<file path="src/rtl/narrow_hi_unit.sv">
module narrow_hi_unit #(
  parameter int DST_W = 128
) (
  input  logic             clk,
  input  logic             rst_n,
  input  logic             in_valid,
  input  logic [1:0]       lane_sz,
  input  logic             sub_en,
  input  logic             rnd_en,
  input  logic             hi_sel,
  input  logic [DST_W-1:0] op_a,
  input  logic [DST_W-1:0] op_b,
  input  logic [DST_W-1:0] dst_prev,
  output logic [DST_W-1:0] dst_out,
  output logic             out_valid,
  output logic             out_err
);
  localparam int HALF_W = DST_W / 2;
  localparam int N_SZ   = 3;

  for (genvar sz = 0; sz < N_SZ; sz++) begin : g_sz
    localparam int EW    = 8 << sz;
    localparam int LANES = HALF_W / EW;
    logic [HALF_W-1:0] nar;
    for (genvar ln = 0; ln < LANES; ln++) begin : g_ln
      logic [2*EW-1:0] la, lb, rc, acc;
      assign la  = op_a[ln*2*EW +: 2*EW];
      assign lb  = op_b[ln*2*EW +: 2*EW];
      assign rc  = rnd_en ? ((2*EW)'(1) << (EW-1)) : '0;
      assign acc = la + (sub_en ? (~lb + (2*EW)'(1)) : lb) + rc;
      assign nar[ln*EW +: EW] = acc[2*EW-1:EW];
    end
  end

  logic              reserved;
  logic [HALF_W-1:0] narrowed;
  logic [DST_W-1:0]  merged;

  assign reserved = (lane_sz == 2'd3);

  always_comb begin
    case (lane_sz)
      2'd0:    narrowed = g_sz[0].nar;
      2'd1:    narrowed = g_sz[1].nar;
      default: narrowed = g_sz[2].nar;
    endcase
  end

  assign merged = hi_sel ? {narrowed, dst_prev[HALF_W-1:0]}
                         : {{HALF_W{1'b0}}, narrowed};

  always_ff @(posedge clk or negedge rst_n) begin
    if (!rst_n) begin
      out_valid <= 1'b0;
      out_err   <= 1'b0;
      dst_out   <= '0;
    end else begin
      out_valid <= in_valid;
      out_err   <= in_valid && reserved;
      if (in_valid) dst_out <= reserved ? dst_prev : merged;
    end
  end

  p_valid_lat_r9: assert property (@(posedge clk) disable iff (!rst_n)
    in_valid |=> out_valid);
  p_idle_hold_r9: assert property (@(posedge clk) disable iff (!rst_n)
    !in_valid |=> (!out_valid && !out_err && $stable(dst_out)));
  p_reserved_r8: assert property (@(posedge clk) disable iff (!rst_n)
    (in_valid && lane_sz == 2'd3) |=> (out_err && dst_out == $past(dst_prev)));
  p_legal_noerr_r8: assert property (@(posedge clk) disable iff (!rst_n)
    (in_valid && lane_sz != 2'd3) |=> !out_err);
  p_low_clear_r6: assert property (@(posedge clk) disable iff (!rst_n)
    (in_valid && lane_sz != 2'd3 && !hi_sel) |=> (dst_out[DST_W-1:HALF_W] == '0));
  p_high_keep_r7: assert property (@(posedge clk) disable iff (!rst_n)
    (in_valid && lane_sz != 2'd3 && hi_sel) |=>
      (dst_out[HALF_W-1:0] == $past(dst_prev[HALF_W-1:0])));
  p_err_valid_r8: assert property (@(posedge clk) disable iff (!rst_n)
    out_err |-> out_valid);
endmodule

</file>
<file path="config.mk">
export PLATFORM = sky130hd
export DESIGN_NAME = narrow_hi_unit
export DESIGN_NICKNAME = d
export VERILOG_FILES = /design/src/rtl/narrow_hi_unit.sv
export SDC_FILE = /design/constraint.sdc
export NUM_CORES = 1
export LEC_CHECK = 0
export BUFFER_PORTS_ARGS = -buffer_cell sky130_fd_sc_hd__buf_2
export CAP_MARGIN = 5
export CORE_MARGIN = 2
export CORE_UTILIZATION = 53
export DETAILED_ROUTE_END_ITERATION = 7
export GPL_ROUTABILITY_DRIVEN = 0
export PLACE_DENSITY = 0.8
export SLEW_MARGIN = 5
export SYNTH_ARGS = -nofsm -noshare
export SYNTH_HDL_FRONTEND = slang
export SYNTH_SLANG_ARGS = --single-unit
</file>
<file path="constraint.sdc">
create_clock -name clk -period 0.9 [get_ports clk]
set_input_delay 0.045 -clock clk [delete_from_list [all_inputs] [get_ports clk]]
set_output_delay 0.045 -clock clk [all_outputs]
set_load 0.005 [all_outputs]
</file>
==> results of run 1 <==
==> synthesized netlist by cell type, types with 26 or more instances <==
library cell,number
a211oi_1,42
a21o_1,127
a21oi_1,343
a22oi_1,34
a31oi_1,51
and3_1,68
clkbuf_1,188
dfrtp_1,130
ha_1,481
inv_1,90
mux2i_1,26
nand2_1,376
nand2b_1,33
nand3_1,85
nand4_1,44
nor2_1,193
nor2b_1,27
nor3_1,60
o21ai_0,291
o21bai_1,32
o31ai_1,43
or3_1,68
xnor2_1,308
xor2_1,114
==> timing repair <==
item                                    CTS
endpoints found under the setup margin  259
hold buffers                            122
endpoints found under the hold margin   251
setup buffers                           113
pin swaps                               374
gates resized for setup                 725
gates cloned                              0
==> kinds of logic after synthesis <==
kind of cell	after synthesis	synth area share [%]
AO/OA/AOI/OAI	1191	27.7
AND/OR/NAND/NOR	1059	18.7
adder cells (fa/ha/maj)	496	23.1
XOR/XNOR	422	13.5
buffers and inverters	293	4.05
flip-flops	130	11.9
multiplexers	28	1.03
==> layer usage <==
layer	overflow	track usage, %
met1	23	85.0
met2	339	96.9
met3	19	77.4
met4	257	85.2
met5	1	50.2
==> per-stage QoR <==
step	setup slack, ns	cell area [um2]	cells	hold WS, ns
floorplan	-4.15	27700	3619	-0.251
global placement	-4.47	40000	5829	-0.0659
detailed placement	-4.72	40000	5829	-0.0714
CTS	-3.91	45900	6076	-0.00562
==> metrics.md, run 1 <==
| Metric | Value |
|---|---|
| Root Driver | clkbuf_16 |
| Mapped Nets | 4506 |
| YS warnings | 0 |
| Top_reg_cell synth | dfrtp_1 |
| Buffers added on ports | about 520 |
| Starting Density | 53.5% |
| Sequential share of the synthesized area | about an eighth |
| Synth top area cells | ha_1 (22%), dfrtp_1 (12%), xnor2_1 (9.9%), a21oi_1 (6.3%), o21ai_0 (5.3%) |
| Netlist cell types | 83 |
| Vias in the first global route | 53000 |
| Leading area contributor after synthesis | ha_1 |
| Clk buf depth | 2 |
| CTS buffer count | 17 |
| Post-synth top area share | between 20% and 30% |
| Largest net degree at the start of global routing | 36 |
| Chip Width | 231 um |
| Post-synth ARST share | 100% |
| Halt Stage | global routing |
| I/O pins | 522 |
| Die H | ~230 um |
| Clk sink count | 130 |
| Dpl hpwl | 106000 um |
| Gr usage total | 85.8% |
| CTS H-tree depth | 4 |
| Post-synth EDFFs | 0 |
| Row count | a little over 80 |
| Outcome | did not finish |
| #FFs+latches synth | 130 |
| First-pass GRT wire length | 355000 um |
| Syn Inst Count | 3619 |
| GRT overflow | 639 |
| Post-Syn Area | between 20000 and 30000 um2 |
| Syn_area_per_cell | 7.55 um2 |
| Err | [ERROR GRT-0116] Global routing finished with congestion. Check the congestion regions in the DRC Viewer. |
==> run 2: changes to the inputs <==
--- a/config.mk
+++ b/config.mk
@@ -8,10 +8,10 @@
 export BUFFER_PORTS_ARGS = -buffer_cell sky130_fd_sc_hd__buf_2
 export CAP_MARGIN = 5
 export CORE_MARGIN = 2
-export CORE_UTILIZATION = 53
+export CORE_UTILIZATION = 40
 export DETAILED_ROUTE_END_ITERATION = 7
 export GPL_ROUTABILITY_DRIVEN = 0
-export PLACE_DENSITY = 0.8
+export PLACE_DENSITY_LB_ADDON = 0.15
 export SLEW_MARGIN = 5
 export SYNTH_ARGS = -nofsm -noshare
 export SYNTH_HDL_FRONTEND = slang
==> constraint.sdc (replaced) <==
create_clock -name clk -period 1.15 [get_ports clk]
set_input_delay 0.0575 -clock clk [delete_from_list [all_inputs] [get_ports clk]]
set_output_delay 0.0575 -clock clk [all_outputs]
set_load 0.005 [all_outputs]
==> run 2 against run 1 <==
Net effect:
- the flow now finishes, with violations (negative setup slack)
- synthesized cell count unchanged
- area after synthesis unchanged
==> metrics.md, run 2 <==
| Metric | Value |
|---|---|
| Outcome | complete, but fails checks |
| Failing checks | negative setup slack |
| FILL cells | 5209 |
| First DRT Iteration DRCs | slightly above 3000 |
| Fmax | 0.207 GHz |
| Initial antenna violation count | 8 |
| Post-synth EDFFs | 0 (unchanged) |
| First-pass GRT wire length | 200000 um |
| Remaining routing DRC violations | 0 |
| Layout area overhead | 75.6% |
| Commonest non-fill, non-tap cells in the layout | buf_4 (1287), buf_2 (508), ha_1 (407), nand2_1 (332), xnor2_1 (264) |
| Commonest non-fill, non-tap cell in the layout | buf_4 |
| RR Endpoint | dst_out[111] |
| Hold slack | 0.0385 ns |
| Per-cell routed wire length | 21.4 um |
| Largest net degree at the start of global routing | 51 |
| Leading area contributor after synthesis | ha_1 |
| Top_reg_cell synth | dfrtp_1 |
| Final Hold Fails | 0 |
| Post-Syn Area | 27300 um2 (unchanged) |
| Post-synth top area share | 22.0% (unchanged) |
| Setup Skew | 0 ns |
| Most flop-heavy register | dst_out |
| Starting Density | 40.5% (-13 points) |
| Sequential share of the synthesized area | 11.9% (unchanged) |
| Vias in the first global route | around 36000 |
| Hold Path Class | in -> reg |
| WL final | 136000 um |
| Post-route setup TNS | -429.03 ns |
| Critical Path Start Type | primary input |
| Top Usage Layer GRT | met2 |
| Tmin final | around 4.8 ns |
| Placement Setup Slack | -4.49 ns (+0.222 ns) |
| Row count | 95 (+14%) |
| Met3 Use GR | 6.17% |
| Share of layout cells above drive strength 1 | between 40% and 50% |
| CP arrival | between 5 and 6 ns |
| Required @ worst endpoint | 1.50 ns |
| VDD IR max | between 0.7 and 0.8 mV |
| Met1 GRT Util | 46.9% |
| Buffers added on ports | 521 (unchanged) |
| Final worst slack | -3.68 ns |
| Clk sink count | 130 (unchanged) |
| Hold-critical path endpoint | dst_out[92] |
| Syn_area_per_cell | 7.55 um2 (unchanged) |
| I/O pins | 522 (unchanged) |
| CTS clk-pin slew, worst paths | 0.06 ns |
| TritonCTS clock tree | yes |
| Chip Width | 265 um (+15%) |
| Power Density | 1100 nW/um2 |
| R2R cell count | 3 |
| Netlist cell types | 83 (unchanged) |
| Final Setup Violations | 130 |
| Final period util | 420% |
| Total Power | 52.9 mW |
| Syn Inst Count | 3619 (unchanged) |
| Worst-path fanout max | 4 |
| Die H | 265 um (+15%) |
| CTS buffer count | 17 (unchanged) |
| Clk buf depth | 2 (unchanged) |
| Final Net Count | 6358 |
| Hold path start | dst_prev[92] |
| Crit. End Element | register |
| Root Driver | clkbuf_16 |
| Met2 global-route usage | just under 60% |
| Worst Hold Path Cells | 4 |
| Area after DPL | 40500 um2 (+1.2%) |
| Pins Over Slew Limit | 0 |
| Flop2flop setup slack | 0.16 ns |
| #FFs+latches synth | 130 (unchanged) |
| Die area | 70400 um2 |
| GRT overflow | 0 |
| Worst-skew pair later-pin latency | 0.47 ns |
| Post-synth ARST share | 100% (unchanged) |
| ANT nets after route | 0 |
| WS Path Type | in -> reg |
| YS warnings | 0 (unchanged) |
| RSZ-0062 raised after global routing | true |
| Most frequent cell after synthesis | ha_1 |
| Gr usage total | a little over a third |
| Rel. slew slack | between 50% and 60% |
| Worst slew pin tran | between 0.6 and 0.7 ns |
| Finished Layout Cells | roughly 6400 |
| Vias | 36500 |
| Largest register FFs | roughly 130 |
| Max-cap violations | 0 |
| Most frequent cells after synthesis | ha_1 (481), nand2_1 (376), a21oi_1 (343), xnor2_1 (308), o21ai_0 (291) |
| Dpl hpwl | 107000 um (+0.94%) |
| Top Registers | dst_out (128), out_err (1), out_valid (1) |
| Placed Cells | 6078 (+4.3%) |
| Placeable Area | 67400 um2 |
| Synth top area cells | ha_1 (22%), dfrtp_1 (12%), xnor2_1 (9.9%), a21oi_1 (6.3%), o21ai_0 (5.3%) |
| Final instance area | 48000 um2 |
| Static Leak | 23.2 nW |
| CTS H-tree depth | 4 (unchanged) |
| Via density | 5.75 |
| Critical R2R Launch | dst_out[111] |
| Mapped Nets | 4506 (unchanged) |
| Post-layout util | 71.2% |
| DR pass1 iterations | 5 |
## run 2: timing repair
action,CTS,global route
resized for setup,658,347
setup endpoints to repair,134,131
endpoints found under the hold margin,247,0
pin swaps,400,338
hold buffers,118,0
setup buffers,109,60
## run 2: power breakdown
part	switching, mW	total (mW)	internal [mW]
Sequential	0.607	5.99	5.38
Combinational	21.0	41.1	20.2
Clock	2.56	5.82	3.26
## run 2: worst max-delay path, stage by stage
cell and delay [ns]:
buf_8 0.10, inv_6 0.05, ha_4 0.12, inv_2 0.03, or3_4 0.38, or3_4 0.33
or3_4 0.33, or3_4 0.34, or3_4 0.41, or3_4 0.36, buf_4 0.15, o21ai_4 0.14
xnor2_2 0.17, ha_4 0.25, ha_4 0.17, buf_4 0.13, a21o_1 0.15, a221o_1 0.35
a21oi_2 0.21, buf_4 0.17, a21oi_2 0.05, o32a_1 0.39, a32oi_1 0.24, a21oi_1 0.08
## run 2: layout make-up
| cell class | instances | area [um2] | share of cell area (%) |
|---|---|---|---|
| multi-input cells | 3196 | 27700 | 57.7 |
| repair buffers | 2036 | 15000 | 31.3 |
| flip-flops and latches | 130 | 3260 | 6.79 |
| well taps | 873 | 1090 | 2.28 |
| clock buffers | 20 | 457 | 0.952 |
| inverters | 90 | 370 | 0.772 |
| clock inverters | 10 | 111 | 0.232 |
| diodes | 3 | 7.51 | 0.0156 |
## run 2: worst max path at each step
stage,startpoint,to,slack [ns],depth (start not counted)
finish,op_b[32],dst_out[85],-3.68,24
detailed placement,op_b[72],dst_out[121],-4.49,22
floorplan,op_b[96],dst_out[58],-3.91,26
global route,op_b[32],dst_out[89],-3.90,25
CTS,op_b[9],dst_out[85],-3.58,21
global placement,op_b[72],dst_out[121],-4.34,23
## run 2: kinds of logic (layout without fill, tap and decap cells)
group	count (synthesis)	in the layout	share of synthesized area (%)
buffers and inverters	293	2156	4.05
adders and majority gates	496	496	23.1
other	0	3	0
DFF	130	130	11.9
AOI/OAI and AO/OA	1191	1191	27.7
xor gates and xnor gates	422	422	13.5
muxes	28	28	1.03
and+or+nand+nor	1059	1059	18.7
## run 2: routing by layer
metal,wire (um),vias to the layer above,share of wire [%]
met5,53,-,0.039
met4,6910,8,5.1
met3,10600,374,7.8
met2,61600,1661,45
met1,57100,17400,42
li1,-,17100,-
Power figures use the tool's default switching activity.
==> run 3: changes to the inputs <==
--- a/config.mk
+++ b/config.mk
@@ -9,9 +9,11 @@
 export CAP_MARGIN = 5
 export CORE_MARGIN = 2
 export CORE_UTILIZATION = 40
+export CTS_CLUSTER_DIAMETER = 80
 export DETAILED_ROUTE_END_ITERATION = 7
 export GPL_ROUTABILITY_DRIVEN = 0
 export PLACE_DENSITY_LB_ADDON = 0.15
+export SKIP_CTS_REPAIR_TIMING = 1
 export SLEW_MARGIN = 5
 export SYNTH_ARGS = -nofsm -noshare
 export SYNTH_HDL_FRONTEND = slang
==> constraint.sdc (replaced) <==
create_clock -name clk -period 1.15 [get_ports clk]
set_input_delay 0 -clock clk [delete_from_list [all_inputs] [get_ports clk]]
set_output_delay 0 -clock clk [all_outputs]
set_load 0.005 [all_outputs]
==> run 3 against run 2 <==
Net effect:
- clock skew stayed put
- via count is 1.9% lower
- critical path type unchanged
- clock-buffer cell count is 1 lower
- die area stayed put
- the run ends with negative hold slack, negative setup slack left
- register-to-register slack hardly changed
- design area is 4.4% lower
- hold slack worse by 0.081 ns
- non-clock buffer count is 74 lower
- highest routed layer unchanged
- clock power is 6.2% higher
- sequential cell count stayed put
- sequential power hardly changed
- global-route usage is 1.9 points lower
==> metrics.md, run 3 (synthesis gave the netlist of run 2 again) <==
| Metric | Value |
|---|---|
| Via density | 5.70 (-0.77%) |
| Largest register FFs | 128 (unchanged) |
| Setup Skew | 0 ns (unchanged) |
| Worst-path fanout max | 6 (+2) |
| Final Hold Fails | 4 (+4) |
| CTS buffer count | 17 (unchanged) |
| Hold slack | -0.0424 ns (-0.0809 ns) |
| First-pass GRT wire length | 188000 um (-6.0%) |
| Fmax | 0.206 GHz (-0.43%) |
| Rel. slew slack | 52.5% (-3.4 points) |
| RSZ-0062 raised after global routing | true |
| Most flop-heavy register | dst_out |
| Per-cell routed wire length | 21.1 um (-1.8%) |
| Vias | 35800 (-1.9%) |
| Placeable Area | 67400 um2 (unchanged) |
| Hold Path Class | in -> reg |
| Root Driver | clkbuf_16 |
| Outcome | complete, but fails checks |
| WL final | 132000 um (-2.9%) |
| RR Endpoint | dst_out[111] |
| Share of layout cells above drive strength 1 | 44.0% (-4.4 points) |
| Crit path largest cell delay | 0.55 ns (+0.14 ns) |
| Final worst slack | -3.70 ns (-0.0211 ns) |
| Top Registers | dst_out (128), out_err (1), out_valid (1) |
| Family with the most delay on the worst path | simple AND/OR/NAND/NOR gates |
| Worst-path cell chain | buf_6 -> or4_4 -> or4_4 -> or4_4 -> or3_4 -> buf_8 -> o21ai_4 -> xnor2_2 -> ha_1 -> ha_4 -> buf_4 -> nand4_1 -> nor3_4 -> nand3_2 -> a21oi_4 -> o2111ai_4 -> a31oi_4 -> mux2_4 -> and3_1 -> a221o_1 |
| Crit path depth | 20 (-17%) |
| Die H | 265 um (unchanged) |
| Max-cap violations | 0 (unchanged) |
| Critical R2R Launch | dst_out[111] |
| Critical Path Start Type | primary input |
| Final Setup Violations | 130 (unchanged) |
| CP max stage cell | or4_4 |
| Worst-skew pair later-pin latency | 0.47 ns (about the same) |
| Largest net degree at the start of global routing | 51 (unchanged) |
| Worst slew pin tran | 0.707 ns (+0.0537 ns) |
| ANT nets after route | 0 (unchanged) |
| Required @ worst endpoint | 1.52 ns (+0.02 ns) |
| Critical path's most frequent cell | or4_4 |
| I/O pins | 522 (unchanged) |
| DR pass1 iterations | 6 (+1) |
| WS Path Type | in -> reg |
| R2R cell count | 3 (unchanged) |
| Final period util | 422% (+1.8 points) |
| CP arrival | 5.22 ns (+0.04 ns) |
| CTS clk-pin slew, worst paths | 0.08 ns (+0.02 ns) |
| GRT overflow | 0 (unchanged) |
| Clk sink count | 130 (unchanged) |
| TritonCTS clock tree | yes |
| Post-layout util | 68.1% (-3.1 points) |
| Total Power | 50.3 mW (-4.9%) |
| Crit. End Element | register |
| Initial antenna violation count | 10 (+2) |
| Worst Path Buf+Inv | 3 (-3) |
| Dpl hpwl | 107000 um (about the same) |
| Buffers added on ports | 521 (unchanged) |
| Gr usage total | 34.4% (-1.9 points) |
| Static Leak | 22.5 nW (-3.0%) |
| CTS H-tree depth | 4 (unchanged) |
| Die area | 70400 um2 (unchanged) |
| Vias in the first global route | 33200 (-7.6%) |
| Commonest non-fill, non-tap cell in the layout | buf_4 |
| Tmin final | 4.85 ns (+0.0211 ns) |
| VDD IR max | 0.772 mV (+1.6%) |
| Flop2flop setup slack | 0.16 ns (about the same) |
| Row count | 95 (unchanged) |
| First DRT Iteration DRCs | 3167 (+2.0%) |
| Failing checks | negative hold slack, negative setup slack |
| Pins Over Slew Limit | 0 (unchanged) |
| CP startpoint | op_b[8] |
| Worst setup path end | dst_out[89] |
| Starting Density | 40.5% (unchanged) |
| Chip Width | 265 um (unchanged) |
| Clk buf depth | 2 (unchanged) |
| Final Net Count | 6284 (-1.2%) |
| Remaining routing DRC violations | 0 (unchanged) |
| Commonest non-fill, non-tap cells in the layout | buf_4 (1249), buf_2 (511), ha_1 (428), nand2_1 (350), xnor2_1 (281) |
| Power Density | 1100 nW/um2 (-0.59%) |
| Layout area overhead | 67.9% |
run 3: cell count changes in the layout (fill, tap and decap cells not counted), moves of 16 or more:
cell / before / now
o21ai_0: 138 / 175
a21oi_1: 232 / 264
o21ai_2: 69 / 48
ha_1: 407 / 428
xnor2_1: 264 / 281
xnor2_2: 41 / 25
ha_4: 70 / 49
nand2_1: 332 / 350
a21oi_2: 84 / 67
buf_4: 1287 / 1249
buf_6: 94 / 46
run 3: where the power goes:
part	total (mW)	switching, mW	internal (mW)
sequential	5.99	0.621	5.37
clock	6.18	2.94	3.24
combinational	38.1	19.6	18.6
total	50.3	23.1	27.2
run 3: cell type report:
| type | count | area (um2) |
|---|---|---|
| Antenna cell | 3 | 7.51 |
| Clock buffer | 19 | 433 |
| Clock inverter | 13 | 154 |
| Fill cell | 5626 | 21500 |
| Inverter | 90 | 365 |
| Multi-Input combinational cell | 3196 | 26300 |
| Sequential cell | 130 | 3250 |
| Tap cell | 873 | 1090 |
| Timing Repair Buffer | 1962 | 14300 |
run 3: worst min-delay path: cells and delay by family:
| kind | cells | cell delay [ns] |
|---|---|---|
| AOI/OAI and AO/OA | 2 | 0.20 |
| buffers and inverters | 1 | 0.10 |
| and+or+nand+nor | 1 | 0.11 |
run 3: stage by stage:
stage / TNS (ns) / cells / instance area (um2) / setup WS (ns)
after floorplan: -431.39 / 3619 / 27700 / -3.85
after global placement: -504.95 / 6070 / 40400 / -4.31
after detailed placement: -510.51 / 6070 / 40400 / -4.32
after CTS: -446.27 / 6102 / 41000 / -3.83
after global routing: -443.50 / 6285 / 45900 / -3.75
final: -427.29 / 6286 / 45900 / -3.70
run 3: worst min-delay path by stage:
stage / startpoint / end / slack [ns] / cells past startpoint
final: dst_prev[33] / dst_out[33] / -0.04 / 4
after global routing: dst_prev[61] / dst_out[61] / -0.0007 / 3
after CTS: rst_n / dst_out[77] / -0.62 / 1
after detailed placement: rst_n / dst_out[19] / -0.07 / 1
after global placement: rst_n / dst_out[19] / -0.08 / 1
after floorplan: rst_n / dst_out[0] / -0.30 / 0
run 3: routing by layer:
layer | up-vias | wire [um] | GRT usage (%)
li1 | 16900 | - | -
met1 | 16900 | 56300 | 46.1
met2 | 1660 | 59600 | 54.9
met3 | 350 | 10300 | 5.80
met4 | 8 | 6110 | 13.4
met5 | - | 57 | 0
